==> config.mk <==
export PLATFORM = sky130hd
export DESIGN_NAME = capbuf_top
export DESIGN_NICKNAME = d
export VERILOG_FILES = /design/src/rtl/capbuf_pkg.sv /design/src/rtl/capbuf_ram.sv /design/src/rtl/capbuf_wr_ctrl.sv /design/src/rtl/capbuf_rd_ctrl.sv /design/src/rtl/capbuf_top.sv
export SDC_FILE = /design/constraint.sdc
export NUM_CORES = 2
export LEC_CHECK = 0
export BUFFER_PORTS_ARGS = -buffer_cell sky130_fd_sc_hd__buf_2
export CORE_MARGIN = 10
export CORE_UTILIZATION = 27
export CTS_BUF_LIST = sky130_fd_sc_hd__clkbuf_16
export DETAILED_ROUTE_END_ITERATION = 8
export PLACE_DENSITY = 0.49
export SYNTH_ARGS = -nofsm -noshare
export SYNTH_HDL_FRONTEND = slang
export SYNTH_SLANG_ARGS = --single-unit
==> constraint.sdc <==
create_clock -name clk -period 5.6 [get_ports clk]
set_clock_uncertainty 0.1 [all_clocks]
set_input_delay 0.28 -clock clk [delete_from_list [all_inputs] [get_ports clk]]
set_output_delay 0.28 -clock clk [all_outputs]
set_load 0.01 [all_outputs]
==> src/rtl/capbuf_pkg.sv <==
package capbuf_pkg;
  typedef enum logic [1:0] {
    PH_IDLE = 2'd0,
    PH_PRE  = 2'd1,
    PH_POST = 2'd2,
    PH_FULL = 2'd3
  } cap_phase_e;
endpackage

==> src/rtl/capbuf_ram.sv <==
module capbuf_ram #(
  parameter int ROW_W = 16,
  parameter int DEPTH = 64,
  parameter int AW    = $clog2(DEPTH)
) (
  input  logic             clk,
  input  logic             we,
  input  logic [AW-1:0]    waddr,
  input  logic [ROW_W-1:0] wdata,
  input  logic             re,
  input  logic [AW-1:0]    raddr,
  output logic [ROW_W-1:0] rdata
);
  logic [ROW_W-1:0] mem [DEPTH];

  always_ff @(posedge clk) begin
    if (we) mem[waddr] <= wdata;
  end

  // registered read: rdata holds when re is low
  always_ff @(posedge clk) begin
    if (re) rdata <= mem[raddr];
  end
endmodule

==> src/rtl/capbuf_wr_ctrl.sv <==
module capbuf_wr_ctrl
  import capbuf_pkg::*;
#(
  parameter int DEPTH = 64,
  parameter int AW    = $clog2(DEPTH)
) (
  input  logic          clk,
  input  logic          rst_n,
  input  logic          arm,
  input  logic [AW:0]   precap_req,
  input  logic          in_valid,
  input  logic          trig,
  output logic          we,
  output logic [AW-1:0] waddr,
  output logic [AW-1:0] pre_len,
  output logic [AW-1:0] pre_count,
  output logic [AW-1:0] oldest,
  output logic          full,
  output logic          fill_done
);
  localparam int            LAST_I  = DEPTH - 1;
  localparam logic [AW:0]   MAXPRE  = LAST_I[AW:0];
  localparam logic [AW-1:0] LAST_A  = LAST_I[AW-1:0];

  cap_phase_e    phase;
  logic [AW-1:0] pre_ptr;
  logic [AW-1:0] post_ptr;
  logic          wrapped;

  function automatic logic [AW-1:0] clamp_pre(input logic [AW:0] req);
    if (req == '0)         return AW'(1);
    else if (req > MAXPRE) return LAST_A;
    else                   return req[AW-1:0];
  endfunction

  always_comb begin
    we    = in_valid && !arm && (phase == PH_PRE || phase == PH_POST);
    waddr = post_ptr;
    if (phase == PH_PRE) waddr = trig ? pre_len : pre_ptr;
  end

  always_ff @(posedge clk) begin
    if (!rst_n) begin
      phase     <= PH_IDLE;
      pre_len   <= AW'(1);
      pre_ptr   <= '0;
      post_ptr  <= '0;
      wrapped   <= 1'b0;
      pre_count <= '0;
      oldest    <= '0;
      full      <= 1'b0;
      fill_done <= 1'b0;
    end else if (arm) begin
      phase     <= PH_PRE;
      pre_len   <= clamp_pre(precap_req);
      pre_ptr   <= '0;
      post_ptr  <= '0;
      wrapped   <= 1'b0;
      pre_count <= '0;
      oldest    <= '0;
      full      <= 1'b0;
      fill_done <= 1'b0;
    end else begin
      fill_done <= 1'b0;
      unique case (phase)
        PH_PRE: begin
          if (trig) begin
            pre_count <= wrapped ? pre_len : pre_ptr;
            oldest    <= wrapped ? pre_ptr : '0;
            if (in_valid) begin
              if (pre_len == LAST_A) begin
                phase     <= PH_FULL;
                full      <= 1'b1;
                fill_done <= 1'b1;
              end else begin
                post_ptr <= pre_len + AW'(1);
                phase    <= PH_POST;
              end
            end else begin
              post_ptr <= pre_len;
              phase    <= PH_POST;
            end
          end else if (in_valid) begin
            if (pre_ptr == pre_len - AW'(1)) begin
              pre_ptr <= '0;
              wrapped <= 1'b1;
            end else begin
              pre_ptr <= pre_ptr + AW'(1);
            end
          end
        end
        PH_POST: begin
          if (in_valid) begin
            if (post_ptr == LAST_A) begin
              phase     <= PH_FULL;
              full      <= 1'b1;
              fill_done <= 1'b1;
            end else begin
              post_ptr <= post_ptr + AW'(1);
            end
          end
        end
        default: ;
      endcase
    end
  end
endmodule

==> src/rtl/capbuf_rd_ctrl.sv <==
module capbuf_rd_ctrl #(
  parameter int DEPTH = 64,
  parameter int AW    = $clog2(DEPTH)
) (
  input  logic          clk,
  input  logic          rst_n,
  input  logic          arm,
  input  logic          start,
  input  logic [AW-1:0] pre_len,
  input  logic [AW-1:0] pre_count,
  input  logic [AW-1:0] oldest,
  input  logic          out_ready,
  output logic          re,
  output logic [AW-1:0] raddr,
  output logic          out_valid,
  output logic          out_post,
  output logic          out_last
);
  localparam logic [AW:0] DEPTH_V = DEPTH[AW:0];

  logic        busy;
  logic [AW:0] idx;
  logic [AW:0] total;
  logic [AW:0] plen_w, pcnt_w;
  logic [AW:0] wrap_sum;
  logic        in_pre;

  always_comb begin
    plen_w   = {1'b0, pre_len};
    pcnt_w   = {1'b0, pre_count};
    total    = pcnt_w + (DEPTH_V - plen_w);
    in_pre   = idx < pcnt_w;
    wrap_sum = {1'b0, oldest} + idx;
    if (wrap_sum >= plen_w) wrap_sum = wrap_sum - plen_w;
    if (in_pre) raddr = wrap_sum[AW-1:0];
    else        raddr = AW'(plen_w + idx - pcnt_w);
    re = busy && (idx < total) && (!out_valid || out_ready);
  end

  always_ff @(posedge clk) begin
    if (!rst_n || arm) begin
      busy      <= 1'b0;
      idx       <= '0;
      out_valid <= 1'b0;
      out_post  <= 1'b0;
      out_last  <= 1'b0;
    end else if (start) begin
      busy <= 1'b1;
      idx  <= '0;
    end else if (re) begin
      idx       <= idx + 1'b1;
      out_valid <= 1'b1;
      out_post  <= !in_pre;
      out_last  <= (idx == total - 1'b1);
    end else if (out_ready) begin
      out_valid <= 1'b0;
      out_last  <= 1'b0;
    end
  end
endmodule

==> src/rtl/capbuf_top.sv <==
module capbuf_top #(
  parameter int DATA_W = 8,
  parameter int TS_W   = 8,
  parameter int DEPTH  = 64,
  parameter int ADDR_W = $clog2(DEPTH)
) (
  input  logic              clk,
  input  logic              rst_n,
  input  logic              arm,
  input  logic [ADDR_W:0]   precap_rows,
  input  logic              in_valid,
  input  logic [DATA_W-1:0] in_data,
  input  logic [TS_W-1:0]   in_ts,
  input  logic              trig,
  output logic              full,
  output logic              out_valid,
  input  logic              out_ready,
  output logic [DATA_W-1:0] out_data,
  output logic [TS_W-1:0]   out_ts,
  output logic              out_post,
  output logic              out_last
);
  localparam int ROW_W = DATA_W + TS_W;

  logic              we, re, fill_done;
  logic [ADDR_W-1:0] waddr, raddr, pre_len, pre_count, oldest;
  logic [ROW_W-1:0]  rdata;

  capbuf_wr_ctrl #(.DEPTH(DEPTH), .AW(ADDR_W)) u_wr (
    .clk(clk), .rst_n(rst_n), .arm(arm), .precap_req(precap_rows),
    .in_valid(in_valid), .trig(trig), .we(we), .waddr(waddr),
    .pre_len(pre_len), .pre_count(pre_count), .oldest(oldest),
    .full(full), .fill_done(fill_done)
  );

  capbuf_ram #(.ROW_W(ROW_W), .DEPTH(DEPTH), .AW(ADDR_W)) u_ram (
    .clk(clk), .we(we), .waddr(waddr), .wdata({in_ts, in_data}),
    .re(re), .raddr(raddr), .rdata(rdata)
  );

  capbuf_rd_ctrl #(.DEPTH(DEPTH), .AW(ADDR_W)) u_rd (
    .clk(clk), .rst_n(rst_n), .arm(arm), .start(fill_done),
    .pre_len(pre_len), .pre_count(pre_count), .oldest(oldest),
    .out_ready(out_ready), .re(re), .raddr(raddr),
    .out_valid(out_valid), .out_post(out_post), .out_last(out_last)
  );

  assign out_data = rdata[DATA_W-1:0];
  assign out_ts   = rdata[ROW_W-1:DATA_W];
endmodule

# Word-level counts from Yosys, hierarchy flattened
# Memory sizes are Yosys's and may differ from the RTL's. A register that Yosys moved wholly into a read port is not among the register bits.
# Cells that the tools add are included.
op_classes:
  addsub: 12
  n_mul: 0
  div_mod_pow: 0
  order_cmp: 4
  n_eq_ne: 16
  shifts: 0
  n_mux: 39
  bitwise_logic: 3
  n_reduce_logical: 26
op_table:
  columns: ["operator", "count"]
  rows:
  - ["6-bit two-way mux", 14]
  - ["6-bit by 1-bit adder with 6-bit output (second input constant)", 3]
  - ["1-bit two-way mux", 18]
  - ["6-bit by 7-bit adder with 7-bit output", 2]
  - ["6-bit equality test (second input constant)", 2]
  - ["2-bit inequality test (second input constant)", 6]
  - ["3-bit inequality test (second input constant)", 4]
  - ["6-bit one-hot mux with 2 select lines", 1]
  - ["4-bit AND reduction", 3]
  - ["6-bit subtractor", 2]
  - ["7-bit by 1-bit adder with 7-bit output (second input constant)", 1]
  - ["7-bit equality test", 1]
  - ["7-bit by 6-bit greater-or-equal comparator with 1-bit output", 1]
  - ["7-bit by 6-bit greater-than comparator with 1-bit output (second input constant)", 1]
  - ["7-bit logical NOT", 1]
  - ["7-bit by 6-bit less-than comparator with 1-bit output", 1]
  - ["7-bit less-than comparator", 1]
  - ["7-bit by 1-bit subtractor with 7-bit output (second input constant)", 1]
  - ["7-bit by 6-bit subtractor with 7-bit output (first input constant)", 1]
  - ["6-bit adder", 1]
  - ["6-bit equality test", 1]
  - ["2-bit two-way mux", 3]
  - ["2-bit AND reduction", 3]
  - ["6-bit AND reduction", 1]
  - ["other kinds (14)", 27]
word_totals:
  reg_bits: 46
  latch_bits: 0
  mem_bits_rw: 1024
  mem_bits_ro: 0
  inputBits: 29
  out_inout_bits: 20
  word_cells: 116
  n_memories: 1
memory_table:
  columns: ["memory", "depth", "word_bits", "rd", "rd_ports_with_merged_regs", "wr", "line", "text"]
  rows:
  - ["u_ram.mem", 64, 16, 1, 1, 1, "capbuf_ram.sv:14", "logic [ROW_W-1:0] mem [DEPTH];"]

# Longest topological paths before layout
logic_depth:
  word_depth: 7
  depth_mapped: 21

# Modules after synthesis
# A second synthesis with hierarchy kept.
hier_totals:
  cells_unflattened: 2365
  area_unflattened_um2: 44506.4
by_module_without_submodules:
  columns: ["module", "n_inst", "cells_per_inst", "area_each_um2"]
  rows:
  - ["capbuf_ram", 1, 1828, 40189.8]
  - ["capbuf_rd_ctrl", 1, 270, 2185.8]
  - ["capbuf_wr_ctrl", 1, 267, 2130.8]

# Worst setup path after synthesis
# OpenSTA, ideal clock, no wires.
synth_path:
  path_kind: "register -> register"
  from: "register u_rd.idx[0]"
  to: "register u_ram.rdata[11], read port of u_ram.mem (data pin)"
  t_arrival_ns: 4.087
  required_ns: 5.230
  slack_ns: 1.143
  stages_incl_launch_ff: 20
  period_less_slack_ns: 4.457
  cell_sequence: "dfxtp_1 ha_1 inv_1 fa_1 nor2b_4 o31a_4 a21oi_1 ha_1 and3_1 a41oi_1 nand2_1 nor3_2 mux2_4 a21boi_1 buf_2 buf_2 buf_1 nand3_1 a31oi_1 a32oi_1"
synth_between:
  elab_chain_cells: 4
  word_cells_on_any_way: 11
synth_rtl:
  columns: ["element", "line", "text"]
  rows:
  - ["start, declared", "capbuf_rd_ctrl.sv:22", "logic [AW:0] idx;"]
  - ["start signal, assigned", "capbuf_rd_ctrl.sv:51", "idx <= idx + 1'b1;"]
  - ["6-bit by 7-bit adder with 7-bit output", "capbuf_rd_ctrl.sv:33", "wrap_sum = {1'b0, oldest} + idx;"]
  - ["6-bit subtractor / 7-bit by 6-bit greater-or-equal comparator with 1-bit output (equally long branches)", "capbuf_rd_ctrl.sv:34", "if (wrap_sum >= plen_w) wrap_sum = wrap_sum - plen_w;"]
  - ["6-bit two-way mux", "capbuf_rd_ctrl.sv:34", null]
  - ["6-bit two-way mux", "capbuf_rd_ctrl.sv:35", "if (in_pre) raddr = wrap_sum[AW-1:0];"]
  - ["end, declared", "capbuf_ram.sv:12", "output logic [ROW_W-1:0] rdata"]
# Parallel ways exist; a longest one is shown, timed or not.
# A chain may end at the register's enable or synchronous reset.

# Worst setup path in the final report
layout_path:
  from: "register u_wr.oldest[0]"
  to: "register u_ram.rdata[10], read port of u_ram.mem (data pin)"
layout_between:
  elab_chain_cells: 4
  word_cells_on_any_way: 5
layout_rtl:
  columns: ["element", "line", "text"]
  rows:
  - ["start, declared", "capbuf_wr_ctrl.sv:17", "output logic [AW-1:0] oldest,"]
  - ["start signal, assigned", "capbuf_wr_ctrl.sv:69", "oldest <= wrapped ? pre_ptr : '0;"]
  - ["6-bit by 7-bit adder with 7-bit output *", "capbuf_rd_ctrl.sv:33", null]
  - ["6-bit subtractor / 7-bit by 6-bit greater-or-equal comparator with 1-bit output (equally long branches)", "capbuf_rd_ctrl.sv:34", null]
  - ["6-bit two-way mux *", "capbuf_rd_ctrl.sv:34", null]
  - ["6-bit two-way mux *", "capbuf_rd_ctrl.sv:35", null]
# Every way passes the cells marked *; elsewhere a longest branch is shown, timed or not.

==> metrics.md <==
| Metric | Value |
|---|---|
| Status | `finished, final reports clean` |
| R2R Path End | `u_ram.rdata[10]` |
| Hold Path End | `u_ram.mem[19][14]` |
| Crit end category | `flop` |
| Initial Utilization | `27.25%` |
| Post-route minimum period | `5384 ps` |
| Syn_area_per_cell | `about 14 µm²` |
| H-Tree Depth | `3` |
| Worst path arrival time | `5730 ps` |
| Total core area | `between 0.15 and 0.2 mm²` |
| Dominant cells by area after synthesis | `edfxtp_1 69%, nand3_1 3.9%, nand2_1 3.8%` |
| Clock Tree Buf Depth | `3` |
| Buf+Inv Stages, Crit Path | `3` |
| Worst-path cell with the longest stage delay | `a31oi_1` |
| Final cell count without fillers | `roughly 5.8k` |
| Final core occ | `31.89%` |
| Syn Nets | `between 3k and 4k` |
| Peak fanout along the critical path | `15` |
| Number of cell rows | `149` |
| First-pass iteration count of the detailed router | `5` |
| Max stage delay on crit path | `between 600 and 700 ps` |
| Pwr/cell area | `385.9 mW/mm²` |
| Leakage power | `17.32 nW` |
| Clock buffer count from CTS | `roughly 110` |
| Final worst-path cycle share | `96.14%` |
| Startpoint types | `flop` |
| Synth unique cells | `70` |
| IO Port Bufs | `48` |
| Chip width | `428.8 µm` |
| Detailed-route vias per instance | `5.075` |
| DRT iter0 DRCs | `3,391` |
| Share of post-route cells with drive strength above 1 | `12.32%` |
| Post-synth ARST share | `0%` |
| Yosys warns | `0` |
| Fin worst setup slack | `216.2 ps` |
| Hold path start | `in_ts[6]` |
| Detailed-route via count | `29.29k` |
| Gr ovfl total | `0` |
| PostCTS Resize Cnt | `0` |
| Worst-Skew Late Latency | `730 ps` |
| Largest net degree at the start of global routing | `between 100 and 150` |
| Clk root buf | `clkbuf_16` |
| Hold Crit Class | `primary input to flop` |
| Max-Cap Viols | `0` |
| DRC | `0` |
| P&R area growth vs syn | `17.03%` |
| CTS clock-pin slew for the worst setup and hold paths | `70 ps` |
| Number of enable flip-flop cells after synthesis | `1,040` |
| I/O Pins | `slightly below 50` |
| Setup TNS | `0 ps` |
| Final setup fails | `0` |
| Hpwl dp | `about 84,000 µm` |
| Synth top area share | `69.22%` |
| Post-synth top area cell | `edfxtp_1` |
| Count leader, synth | `edfxtp_1` |
| Worst slew margin | `37.41%` |
| Die area | `roughly 0.18 mm²` |
| Most frequent cells after synthesis | `1,040 x edfxtp_1, 461 x nand2_1, 349 x nand3_1, 150 x o21ai_0, 139 x clkbuf_1` |
| NumNets Final | `3,566` |
| WS Path Type | `flop to flop` |
| Initial antenna violation count | `8` |
| Crit path depth | `19` |
| Clock sinks | `1,086` |
| Worst-path cell chain | `ha_1 -> inv_1 -> fa_1 -> nor2b_4 -> o21ai_0 -> a21oi_1 -> ha_1 -> and3_1 -> a41oi_1 -> and2_1 -> a31oi_2 -> o21ai_0 -> a21boi_4 -> buf_12 -> buf_4 -> a32oi_1 -> a31oi_1 -> or4_1 -> a32oi_1` |
| Max Slew Vio Count | `0` |
| Hold path depth | `2` |
| RSZ-0062 raised after global routing | `no` |
| Synth Flop Type | `edfxtp_1` |
| Fill count | `16.41k` |
| Total power draw | `20.37 mW` |
| GRT Util Overall | `~15%` |
| WL final | `141,800 µm` |
| Worst path required time | `5940 ps` |
| Reg2Reg Setup Slack | `220 ps` |
| Worst path top cell family by delay | `compound AO/OA/AOI/OAI gates` |
| WL per Instance | `approximately 25 µm` |
| Peak Freq | `approximately 190 MHz` |
| Mapped cell area | `roughly 0.045 mm²` |
| Register area share after synthesis | `a little under three quarters` |
| Setup Fix Bufs, Post-CTS | `0` |
| Launch point of the worst reg-to-reg path | `u_wr.oldest[0]` |
| RePlAce Congestion | `0.8059` |
| Vias in the first global route | `28.30k` |
| Mapped Cells | `3,341` |
| Fin. Hold Viols | `0` |
| Synth Register Bits | `roughly 1.1k` |
| Placed cell count | `5,543` |
| First-pass GRT wire length | `206,100 µm` |
| R2r worst-path depth | `19` |
| CTS tree | `yes` |
| Routed Antenna Nets | `0` |
| Peak supply drop | `224.7 µV` |
| Actual slew at the worst max-slew pin | `938.9 ps` |
| Die Ht | `428.8 µm` |
| Place WS | `234.7 ps` |
[report_power, final]
part           internal (mW)  switching (mW)  total (mW)  leakage (nW)
clock                   3.95            3.21        7.17          1.79
combinational           1.31            2.94        4.25          5.82
sequential              8.95          0.0126        8.96          9.72
total                   14.2            6.16        20.4          17.3
[cell usage in the layout, fill, tap and decap left out, drive strengths merged, types with 3 or more instances in the layout]
master and count:
edfxtp 1040, nand2 462, nand3 349, buf 252, o21ai 152, nor2 125, a31oi 116, clkbuf 110
a21oi 109, mux2i 101, a32oi 96, a211oi 79, and3 67, inv 65, a211o 61, clkinv 59
dfxtp 46, ha 44, xnor2 36, nand4 27, dlygate4sd3 20, or4 17, a41o 15, a21o 14
nand2b 11, o21a 10, xor2 10, nor3 10, fa 8, bufinv 8, nor2b 7, clkinvlp 6
or3 5, or2 5, and2 4, mux2 4, diode 3, o21bai 3
[state kept, by name, indices dropped and copies added (netlist names)]
register,count
u_ram.rdata,16
u_wr.pre_len,6
u_wr.phase,2
u_rd.out_last,1
u_rd.out_valid,1
u_rd.out_post,1
u_wr.full,1
u_ram.mem,1024
u_wr.pre_ptr,6
u_wr.oldest,6
u_wr.fill_done,1
u_rd.busy,1
u_wr.post_ptr,6
u_wr.wrapped,1
u_rd.idx,7
u_wr.pre_count,6
[timing repair]
item | in CTS | in global routing
hold buffers | 20 | 0
endpoints found under the hold margin | 16 | 0
setup endpoints to repair | 0 | 0
[logic make-up after synthesis]
logic type                 synth area share, %
AOI/OAI and AO/OA                        9.981
xor gates and xnor gates                0.8930
adders and majority gates                1.575
DFF                                      71.26
buffers and inverters                    2.762
muxes                                    2.416
and+or+nand+nor                          11.11
[worst max path at each step]
stage,startpoint,endpoint
after global placement,u_rd.idx[0],u_ram.rdata[13]
after detailed placement,u_wr.oldest[0],u_ram.rdata[13]
after global routing,u_wr.oldest[0],u_ram.rdata[10]
after CTS,u_wr.oldest[0],u_ram.rdata[13]
final,u_wr.oldest[0],u_ram.rdata[10]
after floorplan,u_rd.idx[0],u_ram.rdata[11]
[per-layer routing]
layer / vias to the layer above / routed length [µm] / GRT usage [%]
li1: 13098 / - / -
met1: 15040 / 62760 / 20.62
met2: 987 / 67660 / 24.46
met3: 160 / 8252 / 1.754
met4: 0 / 3134 / 4.154
met5: - / 0 / 0
[worst reg2reg max path, stage by stage (launching register included)]
cell	delay, ps
dfxtp_1	340
ha_1	170
inv_1	50
fa_1	440
nor2b_4	150
o21ai_0	80
a21oi_1	220
ha_1	320
and3_1	180
a41oi_1	230
and2_1	230
a31oi_2	120
o21ai_0	650
a21boi_4	350
buf_12	190
buf_4	170
a32oi_1	90
a31oi_1	660
or4_1	320
a32oi_1	80
[final cells by class]
type,instances,area (µm²),share of cell area (%)
inverters,43,161.4,0.3057
diodes,3,7.507,0.01422
flip-flops and latches,1086,32150,60.89
well taps,2189,2739,5.187
clock inverters,95,753.2,1.427
repair buffers,272,2410,4.564
clock buffers,110,2753,5.214
multi-input cells,1973,11820,22.39
[metrics by stage]
stage,hold WS (ps),area (µm²)
finish,161.7,52800
floorplan,241.9,45120
global placement,346.4,49080
CTS,115.4,52790
detailed placement,357.0,49080
global route,178.5,52790
(Power assumes the default switching activity.)
